<file path="config.mk">
export PLATFORM = sky130hd
export DESIGN_NAME = timer16_atomic
export DESIGN_NICKNAME = d
export VERILOG_FILES = /design/src/rtl/tmr_pkg.sv /design/src/rtl/tmr_byte_bridge.sv /design/src/rtl/tmr_counter.sv /design/src/rtl/tmr_cmp_chan.sv /design/src/rtl/tmr_capture.sv /design/src/rtl/timer16_atomic.sv
export SDC_FILE = /design/constraint.sdc
export NUM_CORES = 1
export LEC_CHECK = 0
export ABC_CLOCK_PERIOD_IN_PS = 3100
export BUFFER_PORTS_ARGS = -buffer_cell sky130_fd_sc_hd__buf_2
export CORE_UTILIZATION = 46
export DETAILED_ROUTE_END_ITERATION = 10
export GPL_TIMING_DRIVEN = 0
export PLACE_DENSITY_LB_ADDON = 0.25
export SKIP_LAST_GASP = 1
export SLEW_MARGIN = 20
export SYNTH_ARGS = -nofsm -noshare
export SYNTH_HDL_FRONTEND = slang
export SYNTH_SLANG_ARGS = --single-unit
export TNS_END_PERCENT = 30
</file>
<file path="constraint.sdc">
create_clock -name clk -period 3.1 [get_ports clk]
set_input_delay 0.62 -clock clk [delete_from_list [all_inputs] [get_ports clk]]
set_output_delay 0.62 -clock clk [all_outputs]
set_load 0.005 [all_outputs]
</file>
<file path="src/rtl/tmr_pkg.sv">
package tmr_pkg;
  localparam int BYTE_W  = 8;
  localparam int WIDE_W  = 2 * BYTE_W;
  localparam int NWIDE   = 4;
  localparam int ADDR_W  = 4;

  localparam logic [ADDR_W-1:0] A_CTRL = 4'd0;
  localparam logic [ADDR_W-1:0] A_MASK = 4'd1;
  localparam logic [ADDR_W-1:0] A_FLAG = 4'd2;

  // wide register slot numbers (slot n lives at 4+2n / 5+2n)
  localparam int W_CNT  = 0;
  localparam int W_CMPA = 1;
  localparam int W_CMPB = 2;
  localparam int W_CAP  = 3;

  // event bit positions, shared by mask and flag bytes
  localparam int F_OVF  = 7;
  localparam int F_CMPA = 6;
  localparam int F_CMPB = 5;
  localparam int F_CAP  = 3;
  localparam logic [BYTE_W-1:0] EV_BITS = 8'b1110_1000;

  typedef struct packed {
    logic [2:0] spare;
    logic       tog_b;
    logic       tog_a;
    logic       alt_src;
    logic       top_cap;
    logic       run;
  } ctrl_t;
endpackage

</file>
<file path="src/rtl/tmr_byte_bridge.sv">
module tmr_byte_bridge
  import tmr_pkg::*;
#(
  parameter int NREG = NWIDE
) (
  input  logic                         clk,
  input  logic                         rst_n,
  input  logic                         bus_wr,
  input  logic                         bus_rd,
  input  logic [ADDR_W-1:0]            bus_addr,
  input  logic [BYTE_W-1:0]            bus_wdata,
  input  logic [BYTE_W-1:0]            ctrl_byte,
  input  logic [BYTE_W-1:0]            mask_byte,
  input  logic [BYTE_W-1:0]            flag_byte,
  input  logic [NREG-1:0][WIDE_W-1:0]  reg_vals,
  output logic [BYTE_W-1:0]            bus_rdata,
  output logic [NREG-1:0]              wide_we,
  output logic [WIDE_W-1:0]            wide_wval,
  output logic [BYTE_W-1:0]            hold_q
);
  localparam int SLOT_W = ADDR_W - 1;
  localparam int IDX_W  = (NREG > 1) ? $clog2(NREG) : 1;

  logic [SLOT_W-1:0] slot;
  logic [IDX_W-1:0]  sel;
  logic              is_wide, is_hi;

  assign slot    = bus_addr[ADDR_W-1:1] - SLOT_W'(2);
  assign is_wide = (bus_addr[ADDR_W-1:1] >= SLOT_W'(2)) && (slot < SLOT_W'(NREG));
  assign is_hi   = bus_addr[0];
  assign sel     = slot[IDX_W-1:0];

  always_ff @(posedge clk) begin
    if (!rst_n) begin
      hold_q <= '0;
    end else if (is_wide && bus_wr && is_hi) begin
      hold_q <= bus_wdata;
    end else if (is_wide && bus_rd && !is_hi) begin
      hold_q <= reg_vals[sel][WIDE_W-1:BYTE_W];
    end
  end

  assign wide_wval = {hold_q, bus_wdata};

  for (genvar i = 0; i < NREG; i++) begin : g_we
    assign wide_we[i] = bus_wr && is_wide && !is_hi && (sel == IDX_W'(i));
  end

  always_comb begin
    bus_rdata = '0;
    if (is_wide) begin
      bus_rdata = is_hi ? hold_q : reg_vals[sel][BYTE_W-1:0];
    end else begin
      case (bus_addr)
        A_CTRL:  bus_rdata = ctrl_byte;
        A_MASK:  bus_rdata = mask_byte;
        A_FLAG:  bus_rdata = flag_byte;
        default: bus_rdata = '0;
      endcase
    end
  end
endmodule

</file>
<file path="src/rtl/tmr_counter.sv">
module tmr_counter
  import tmr_pkg::*;
(
  input  logic              clk,
  input  logic              rst_n,
  input  logic              run,
  input  logic [WIDE_W-1:0] top_val,
  input  logic              ld_en,
  input  logic [WIDE_W-1:0] ld_val,
  output logic [WIDE_W-1:0] cnt_q,
  output logic              wrap_evt
);
  assign wrap_evt = run && !ld_en && (cnt_q == top_val);

  always_ff @(posedge clk) begin
    if (!rst_n)        cnt_q <= '0;
    else if (ld_en)    cnt_q <= ld_val;
    else if (wrap_evt) cnt_q <= '0;
    else if (run)      cnt_q <= cnt_q + WIDE_W'(1);
  end
endmodule

</file>
<file path="src/rtl/tmr_cmp_chan.sv">
module tmr_cmp_chan
  import tmr_pkg::*;
(
  input  logic              clk,
  input  logic              rst_n,
  input  logic              run,
  input  logic [WIDE_W-1:0] cnt,
  input  logic              ld_en,
  input  logic [WIDE_W-1:0] ld_val,
  input  logic              tog_en,
  output logic [WIDE_W-1:0] cmp_q,
  output logic              match_evt,
  output logic              wave_q
);
  assign match_evt = run && (cnt == cmp_q);

  always_ff @(posedge clk) begin
    if (!rst_n) begin
      cmp_q  <= '0;
      wave_q <= 1'b0;
    end else begin
      if (ld_en) cmp_q <= ld_val;
      if (match_evt && tog_en) wave_q <= !wave_q;
    end
  end
endmodule

</file>
<file path="src/rtl/tmr_capture.sv">
module tmr_capture
  import tmr_pkg::*;
#(
  parameter int SYNC_STAGES = 2
) (
  input  logic              clk,
  input  logic              rst_n,
  input  logic              src_pin,
  input  logic              src_alt,
  input  logic              use_alt,
  input  logic [WIDE_W-1:0] cnt,
  input  logic              ld_en,
  input  logic [WIDE_W-1:0] ld_val,
  output logic [WIDE_W-1:0] cap_q,
  output logic              cap_evt
);
  logic [SYNC_STAGES-1:0] sync_pin, sync_alt;
  logic                   level, level_d;

  always_ff @(posedge clk) begin
    if (!rst_n) begin
      sync_pin <= '0;
      sync_alt <= '0;
    end else begin
      sync_pin <= {sync_pin[SYNC_STAGES-2:0], src_pin};
      sync_alt <= {sync_alt[SYNC_STAGES-2:0], src_alt};
    end
  end

  assign level   = use_alt ? sync_alt[SYNC_STAGES-1] : sync_pin[SYNC_STAGES-1];
  assign cap_evt = level && !level_d;

  always_ff @(posedge clk) begin
    if (!rst_n) begin
      level_d <= 1'b0;
      cap_q   <= '0;
    end else begin
      level_d <= level;
      if (cap_evt)    cap_q <= cnt;
      else if (ld_en) cap_q <= ld_val;
    end
  end
endmodule

</file>
<file path="src/rtl/timer16_atomic.sv">
module timer16_atomic
  import tmr_pkg::*;
#(
  parameter int SYNC_STAGES = 2
) (
  input  logic              clk,
  input  logic              rst_n,
  input  logic              bus_wr,
  input  logic              bus_rd,
  input  logic [ADDR_W-1:0] bus_addr,
  input  logic [BYTE_W-1:0] bus_wdata,
  output logic [BYTE_W-1:0] bus_rdata,
  input  logic              cap_pin,
  input  logic              cap_alt,
  input  logic              global_ie,
  output logic              irq,
  output logic              cmp_a_out,
  output logic              cmp_b_out
);
  ctrl_t                      ctrl_q;
  logic [BYTE_W-1:0]          mask_q, flag_q, flag_set, flag_clr, hold_q;
  logic [NWIDE-1:0][WIDE_W-1:0] wide_vals;
  logic [NWIDE-1:0]           wide_we;
  logic [WIDE_W-1:0]          wide_wval, cnt_q, cap_q, top_val;
  logic                       wrap_evt, cap_evt;
  logic [1:0]                 match_evt, wave, tog_en;
  logic [1:0][WIDE_W-1:0]     cmp_vals;

  tmr_byte_bridge #(.NREG(NWIDE)) u_bridge (
    .clk(clk), .rst_n(rst_n), .bus_wr(bus_wr), .bus_rd(bus_rd),
    .bus_addr(bus_addr), .bus_wdata(bus_wdata),
    .ctrl_byte(ctrl_q), .mask_byte(mask_q), .flag_byte(flag_q),
    .reg_vals(wide_vals), .bus_rdata(bus_rdata),
    .wide_we(wide_we), .wide_wval(wide_wval), .hold_q(hold_q)
  );

  assign top_val = ctrl_q.top_cap ? cap_q : '1;

  tmr_counter u_cnt (
    .clk(clk), .rst_n(rst_n), .run(ctrl_q.run), .top_val(top_val),
    .ld_en(wide_we[W_CNT]), .ld_val(wide_wval),
    .cnt_q(cnt_q), .wrap_evt(wrap_evt)
  );

  assign tog_en = {ctrl_q.tog_b, ctrl_q.tog_a};

  for (genvar c = 0; c < 2; c++) begin : g_cmp
    tmr_cmp_chan u_ch (
      .clk(clk), .rst_n(rst_n), .run(ctrl_q.run), .cnt(cnt_q),
      .ld_en(wide_we[W_CMPA + c]), .ld_val(wide_wval),
      .tog_en(tog_en[c]), .cmp_q(cmp_vals[c]),
      .match_evt(match_evt[c]), .wave_q(wave[c])
    );
  end

  tmr_capture #(.SYNC_STAGES(SYNC_STAGES)) u_cap (
    .clk(clk), .rst_n(rst_n), .src_pin(cap_pin), .src_alt(cap_alt),
    .use_alt(ctrl_q.alt_src), .cnt(cnt_q),
    .ld_en(wide_we[W_CAP]), .ld_val(wide_wval),
    .cap_q(cap_q), .cap_evt(cap_evt)
  );

  assign wide_vals[W_CNT]  = cnt_q;
  assign wide_vals[W_CMPA] = cmp_vals[0];
  assign wide_vals[W_CMPB] = cmp_vals[1];
  assign wide_vals[W_CAP]  = cap_q;

  always_comb begin
    flag_set         = '0;
    flag_set[F_OVF]  = wrap_evt;
    flag_set[F_CMPA] = match_evt[0];
    flag_set[F_CMPB] = match_evt[1];
    flag_set[F_CAP]  = cap_evt;
  end

  assign flag_clr = (bus_wr && bus_addr == A_FLAG) ? bus_wdata : '0;

  always_ff @(posedge clk) begin
    if (!rst_n) begin
      ctrl_q <= '0;
      mask_q <= '0;
      flag_q <= '0;
    end else begin
      if (bus_wr && bus_addr == A_CTRL) ctrl_q <= ctrl_t'({3'b000, bus_wdata[4:0]});
      if (bus_wr && bus_addr == A_MASK) mask_q <= bus_wdata & EV_BITS;
      flag_q <= ((flag_q & ~flag_clr) | flag_set) & EV_BITS;
    end
  end

  assign irq       = global_ie && ((mask_q & flag_q) != '0);
  assign cmp_a_out = wave[0];
  assign cmp_b_out = wave[1];
endmodule

</file>
==> results of run 1 <==
path summary, 6_finish.rpt:
path | start | to | slack, ns | depth (start not counted)
setup / recovery | bus_addr[2] | bus_rdata[1] | 0.07 | 10
hold reg to reg | u_cap.sync_pin[0] | u_cap.sync_pin[1] | 0.43 | 1
hold / removal | u_cap.sync_pin[0] | u_cap.sync_pin[1] | 0.43 | 1
setup reg to reg | u_cnt.cnt_q[5] | u_cnt.cnt_q[13] | 0.78 | 7
sequential cells by signal (all words and copies together), names as in the netlist:
signal,cells
g_cmp.u_ch.wave_q,2
u_cap.cap_q,16
u_cap.sync_pin,2
u_cap.sync_alt,2
g_cmp.u_ch.cmp_q,32
u_cnt.cnt_q,16
mask_q,4
u_cap.level_d,1
flag_q,4
ctrl_q,5
u_bridge.hold_q,8
critical path: stages:
cell	delay [ns]
buf_2	0.12
buf_8	0.16
buf_12	0.15
inv_1	0.05
ha_1	0.32
buf_4	0.19
nand2b_2	0.22
nor3_4	0.26
a22o_1	0.21
buf_2	0.11
metrics by stage:
step            util  std cells  power [mW]  worst slack, ns
2_1_floorplan      -        611        1.42           0.0398
3_3_place_gp   0.502        780        1.51           -0.943
3_5_place_dp   0.502        780        1.51            -1.04
4_1_cts        0.530        796        2.55          0.00518
5_1_grt        0.531        796        2.62         -0.00238
6_report       0.531        796        2.55           0.0672
Yosys cell counts, types with 6 or more instances:
master,count,area (sq um)
nor4_1,8,50.1
xnor2_1,18,158
and3_1,8,50.1
nor3b_1,16,120
mux4_2,15,338
a21oi_1,55,275
nor2_1,53,199
dfxtp_1,92,1840
mux2i_1,42,420
clkbuf_1,33,124
nand3_1,7,35.0
a211oi_1,16,120
mux2_2,8,90.1
o32ai_1,17,149
xor2_1,36,315
a22oi_1,13,97.6
nand4b_1,6,52.6
buf_2,9,45.0
nand2_1,80,300
area by class of cell:
cell class / count / share of cell area
buffer: 55 / 0.0534
clock inverter: 4 / 0.00411
tap: 143 / 0.0294
sequential: 92 / 0.303
clock buffer: 12 / 0.0405
multi-input combinational: 458 / 0.545
inverter: 6 / 0.00370
timing repair buffer: 26 / 0.0214
what timing repair did:
| item | in CTS | in global routing |
|---|---|---|
| setup endpoints to repair | 53 | 12 |
| endpoints found under the hold margin | 0 | 0 |
| pin swaps | 2 | 2 |
| resized for setup | 13 | 3 |
logic make-up (layout without fill, tap and decap cells):
| group | after synthesis | after routing |
|---|---|---|
| simple gates | 216 | 216 |
| compound gates | 120 | 120 |
| flops | 92 | 92 |
| mux | 66 | 66 |
| buf+inv | 61 | 103 |
| xor+xnor | 54 | 54 |
| fa+ha+maj | 2 | 2 |
per-layer routing:
layer	vias to the layer above	wire, microns	global-route usage	part of all wire
met5	-	0	0	0
met4	0	522	0.123	0.029
met3	42	1760	0.0662	0.099
met2	288	7930	0.436	0.45
met1	2427	7500	0.397	0.42
li1	2265	-	-	-
power by group through the flow:
stage	sequential [mW]	combinational, mW	clock [mW]
CTS	1.25	0.248	1.05
finish	1.25	0.255	1.05
floorplan	1.26	0.162	0
global placement	1.27	0.236	0
detailed placement	1.27	0.240	0
global route	1.25	0.272	1.10
==> results.md, run 1 <==
- Area of the multi-input gates: 0.00332 sq mm
- Relative slew slack: 0.237
- H-tree levels: 3
- Clk Latency, worst-skew pair: 0.35 ns
- Nets: 669
- Final period util: 0.978
- Startpoint types: primary input
- Number of enable flip-flop cells after synthesis: 0
- YS warnings: 0
- DRC: 0
- Layout fillers: 1049
- Final WL: 17700 microns
- RSZ-0062 raised after global routing: true
- Die width: about 110 microns
- Root buffer cell: clkbuf_16
- Most common cell after layout, fill and taps aside: dfxtp_1
- Final hold vios: 0
- Post-Synth Simple-Gate Area: 0.204
- Mux share of post-synthesis cell area: 0.160
- FF+latch area: 0.00184 sq mm
- IO Port Bufs: 26
- Pin count of the biggest net entering global routing: 15
- Starting Density: 0.475
- DP Area: 0.00576 sq mm
- Sequential fraction of the synthesis area: 0.338
- GRT Total Usage: 0.289
- Routed len/inst: 22.2 microns
- Number of post-CTS setup repair buffers: 0
- Compound-Gate Fraction of Synth Area: 0.148
- Largest family of logic cells by synthesized area: simple AND/OR/NAND/NOR gates
- Pwr/cell area: 419 mW/mm^2
- Syn Inst Count: 611
- DP HPWL: 13100 microns
- WP data required: 2.48 ns
- Gr ovfl total: 0
- Cell internal pwr: approximately 1.9 mW
- Chip Height: approximately 110 microns
- Primary FF master, synth: dfxtp_1
- Final setup viols: 0
- Net count after synthesis: around 630
- Vias after detailed routing: 5022
- Core Area: 0.0115 sq mm
- Initial antenna violation count: 0
- Critical Path Sink Type: output port
- Clock period minus worst slack: 3.03 ns
- Row count: 39
- Switching pwr: slightly below 0.7 mW
- Vias per Instance: 6.31
- Max Slew Vio Count: 0
- Leak pwr: between 2 and 2.5 nW
- Max Root-Sink Buffers: 2
- Die Area: 0.0123 sq mm
- Synthesized cell area: 0.00545 sq mm
- Layout cells sized above 1: 0.158
- Worst VDD drop: 0.000405 V
- Final GP Congestion: 0.982
- Worst hold margin: 0.434 ns
- IO Count: 30
- CTS tree: done
- P&R area growth vs syn: 11.7%
- Antenna Violating Nets Remaining: 0
- MaxCap Viol Count: 0
- Crit Path Category: primary input to output port
- Combinational share of power: 0.100
- N_diodes: 0
- Final Cell Area: ~0.0061 sq mm
- TNS Setup: 0 ns
- Vias in the first global route: 4707
- Clock network power share: 0.410
- Critical Path AT: 2.41 ns
- Most frequent cells in the layout: dfxtp_1 (92), nand2_1 (80), a21oi_1 (55)
- Starting DRT DRC Count: 614
- First-pass GRT wire length: roughly 27000 microns
- Synth cell types: 55
- Syn avg cell area: 8.92 sq um
- Xor/xnor share of the synthesized area: 0.0868
- Fmax achieved: 330 MHz
- Clk sinks: 92
- Seq cells post-synth: 92
- Sw Ratio: 0.267
- CP max FO: 10
- Worst Hold Class: flop to flop
- Clock-pin slew on the worst setup and hold paths: 0.06 ns
- Outcome: finished clean
- Synth async-reset ratio: 0
- CTS hold repair buffers: 0
- Reg power frac: 0.490
- DRT Pass-1 Iters: 5
- Adder-cell share of the synthesized area: 0.00459
- Worst Max-Slew Pin Slew: 1.13 ns
- Inserted Clock Buffers: 9
- Clock Skew: between 0.006 and 0.007 ns
Note: power is estimated with default switching activity, not from simulation.
==> inputs of run 2 (changes only) <==
SYNTH_HIERARCHICAL = 1   (was not set)
==> run 2 against run 1 <==
Sequential power hardly changed. Cell area is 8.5% higher. Non-clock buffer count is 4 higher. Worst hold slack better by 0.0093 ns. Fmax is 2.0% higher. First-iteration DRC count is 30% lower. Clock-buffer cell count is 1 lower. Clock power is 25% higher. Largest power group is now clock. Highest routed layer unchanged.
==> results.md, run 2 <==
- Pwr Total: 2.91 mW (+14%)
- Xor/xnor share of the synthesized area: 0.0793 (-0.00750)
- Synthesized cell area: 0.00586 sq mm (+7.4%)
- Worst Hold Launch: u_cap/sync_pin[0]
- Clk sinks: 92 (unchanged)
- Worst Max-Slew Pin Slew: 0.614 ns (-0.520 ns)
- Starting DRT DRC Count: 430 (-30%)
- Worst hold margin: 0.443 ns (+0.00933 ns)
- R2R depth: 8 (+1)
- R2r endpoint: flag_q[7]
- CTS hold repair buffers: 0 (unchanged)
- Cell with the most instances after synthesis: dfxtp_1
- CP max FO: 10 (unchanged)
- Pwr/cell area: 441 mW/mm^2 (+5.2%)
- Sw Ratio: 0.252 (-0.0159)
- Synth async-reset ratio: 0 (unchanged)
- Hold EP: u_cap/sync_pin[1]
- Critical Path AT: 3.26 ns (+0.85 ns)
- Worst slack, placed: -0.126 ns (+0.914 ns)
- End-of-flow core utilization: 0.541 (+0.00985)
- DRT Pass-1 Iters: 5 (unchanged)
- Cell taking the most area after synthesis: dfxtp_1
- Critical Path Sink Type: flop
- Compound-Gate Fraction of Synth Area: 0.167 (+0.0199)
- Top-area cell type share of the netlist area: 0.314 (-0.0234)
- Primary FF master, synth: dfxtp_1
- IO Port Bufs: 29 (+12%)
- Gr ovfl total: 0 (unchanged)
- DRC: 0 (unchanged)
- Mux share of post-synthesis cell area: 0.171 (+0.0109)
- DP HPWL: 13300 microns (+1.9%)
- Most common cell after layout, fill and taps aside: dfxtp_1
- Starting Density: 0.480 (+0.00422)
- Max Slew Vio Count: 0 (unchanged)
- Leak pwr: 2.54 nW (+11%)
- Fmax achieved: 336 MHz (+2.0%)
- Final hold vios: 0 (unchanged)
- Switching pwr: 0.733 mW (+7.4%)
- Post-Synth Simple-Gate Area: 0.179 (-0.0257)
- Syn avg cell area: 9.05 sq um (+1.5%)
- Root buffer cell: clkbuf_16
- Top flop regs: g_cmp.u_ch/cmp_q (32), u_cap/cap_q (16), u_cnt/cnt_q (16)
- Clock-pin slew on the worst setup and hold paths: 0.07 ns (about the same)
- Clock Skew: 0.0115 ns (+0.00494 ns)
- Relative slew slack: 0.590 (+0.352)
- Synth area leaders: dfxtp_1 (31%), mux2i_1 (15%), xor2_1 (5.8%)
- Core Area: 0.0122 sq mm (+6.5%)
- Final WL: 17700 microns (about the same)
- Syn Inst Count: 647 (+5.9%)
- Row count: 40 (+2.6%)
- Worst VDD drop: 0.000253 V (-37%)
- Seq cells post-synth: 92 (unchanged)
- Reg power frac: 0.426 (-0.064)
- CTS tree: done
- P&R area growth vs syn: 12.7%
- Vias in the first global route: 4771 (+1.4%)
- Clk Latency, worst-skew pair: 0.36 ns (about the same)
- MaxCap Viol Count: 0 (unchanged)
- Number of enable flip-flop cells after synthesis: 0 (unchanged)
- Vias after detailed routing: 5040 (+0.36%)
- TNS Setup: 0 ns (unchanged)
- Initial antenna violation count: 0 (unchanged)
- Synth cell types: 64 (+16%)
- Worst reg2reg path startpoint: ctrl_q[1]
- Most instantiated cells after synthesis: dfxtp_1 (92), mux2i_1 (88), a21oi_1 (43)
- Inserted Clock Buffers: 9 (unchanged)
- Clock period minus worst slack: 2.97 ns (-0.0587 ns)
- Pin count of the biggest net entering global routing: 26 (+11)
- Nets: 718 (+7.3%)
- Largest family of logic cells by synthesized area: simple AND/OR/NAND/NOR gates
- Max Root-Sink Buffers: 2 (unchanged)
- Reg-to-reg slack, setup: 0.13 ns (-0.65 ns)
- Vias per Instance: 5.79 (-8.2%)
- Layout cells sized above 1: 0.158 (+0.000386)
- Outcome: finished clean
- Clock network power share: 0.450 (+0.040)
- IO Count: 30 (unchanged)
- Worst Hold Class: flop to flop
- Number of flip-flops under the largest register name: 32 (unchanged)
- GRT Total Usage: 0.286 (-0.00375)
- Die Area: 0.0132 sq mm (+7.3%)
- Top reg by flops: g_cmp.u_ch/cmp_q
- Min-Delay Path Depth: 1 (unchanged)
- Final setup margin: 0.126 ns (+0.0587 ns)
- Chip Height: 115 microns (+3.6%)
- Routed len/inst: 20.4 microns (-8.5%)
- WP data required: 3.39 ns (+0.91 ns)
- H-tree levels: 3 (unchanged)
- Startpoint types: flop
- N_diodes: 0 (unchanged)
- Combinational share of power: 0.124 (+0.024)
- Sequential fraction of the synthesis area: 0.314 (-0.0234)
- Crit Path Category: flop to flop
- Antenna Violating Nets Remaining: 0 (unchanged)
- Final GP Congestion: 0.908 (-7.5%)
- First-pass GRT wire length: 27700 microns (+2.5%)
- Adder-cell share of the synthesized area: 0.00427 (-0.000318)
- Most frequent cells in the layout: dfxtp_1 (92), mux2i_1 (88), a21oi_1 (43)
- Final period util: 0.959 (-0.0189)
- YS warnings: 6 (+6)
- RSZ-0062 raised after global routing: true
- Cell internal pwr: 2.18 mW (+17%)
- Final setup viols: 0 (unchanged)
- Die width: 115 microns (+3.6%)
==> run 2: changes by cell type after synthesis, moves of 12 or more <==
cell and change:
nor2_1 -35, o32ai_1 -17, o21ai_0 +27, inv_1 +12
mux4_2 -15, buf_4 +16, nor2b_1 +35, mux2i_1 +46
nand2_1 -48, nand2b_1 +17, clkbuf_1 -17, a21oi_1 -12
o211a_1 +16
==> run 2: logic make-up (layout without fill, tap and decap cells) <==
| family | Yosys count | after routing |
|---|---|---|
| DFF | 92 | 92 |
| adders and majority gates | 2 | 2 |
| AOI/OAI and AO/OA | 147 | 147 |
| other | 1 | 11 |
| muxes | 98 | 98 |
| xor gates and xnor gates | 53 | 53 |
| buffers and inverters | 77 | 122 |
| and+or+nand+nor | 177 | 177 |
==> run 2: critical path, cell delays in order (launching register included) <==
cell	delay [ns]
dfxtp_1	0.63
clkbuf_2	0.38
nand2b_1	0.11
xor2_1	0.18
nor4_1	0.52
nand4_1	0.16
nor3b_1	0.56
o21ai_0	0.17
a41oi_1	0.18
==> run 2: metrics by stage <==
step                cells  instance area, sq um
floorplan             657                  5890
global placement      854                  6250
detailed placement    854                  6250
CTS                   870                  6600
global route          870                  6600
finish                870                  6600
==> run 2: per-layer routing <==
metal | vias up | global-route usage | part of all wire
met5 | - | 0 | 0
met4 | 0 | 0.111 | 0.026
met3 | 37 | 0.0638 | 0.064
met2 | 152 | 0.444 | 0.46
met1 | 2452 | 0.385 | 0.45
li1 | 2399 | - | -
==> run 2: how the worst max path moves through the flow <==
stage / from / end / slack (ns) / cells after the start
finish: ctrl_q[1] / flag_q[7] / 0.13 / 8
global route: ctrl_q[1] / flag_q[7] / -0.02 / 8
CTS: ctrl_q[1] / flag_q[7] / 0.003 / 8
detailed placement: bus_addr[2] / flag_q[7] / -0.13 / 12
global placement: bus_addr[2] / flag_q[7] / -0.12 / 12
floorplan: bus_addr[2] / g_cmp[0].u_ch/cmp_q[10] / 0.46 / 10
==> run 2: area by class of cell <==
class | instances | area, sq um
repair buffers | 29 | 145
multi-input cells | 488 | 3560
clock inverters | 5 | 108
clock buffers | 11 | 243
well taps | 168 | 210
inverters | 21 | 81.3
fillers | 1183 | 5610
flip-flops and latches | 92 | 1840
plain buffers | 56 | 412
==> run 2: repair_timing <==
item	CTS	global route
gates resized for setup	0	4
setup buffers	0	0
endpoints found under the hold margin	0	0
setup endpoints to repair	0	5
==> run 2: power by group through the flow <==
stage               sequential (mW)  clock, mW  combinational, mW
finish                         1.24       1.31              0.361
CTS                            1.24       1.32              0.353
detailed placement             1.27          0              0.352
floorplan                      1.25          0              0.248
global route                   1.24       1.38              0.386
global placement               1.27          0              0.346
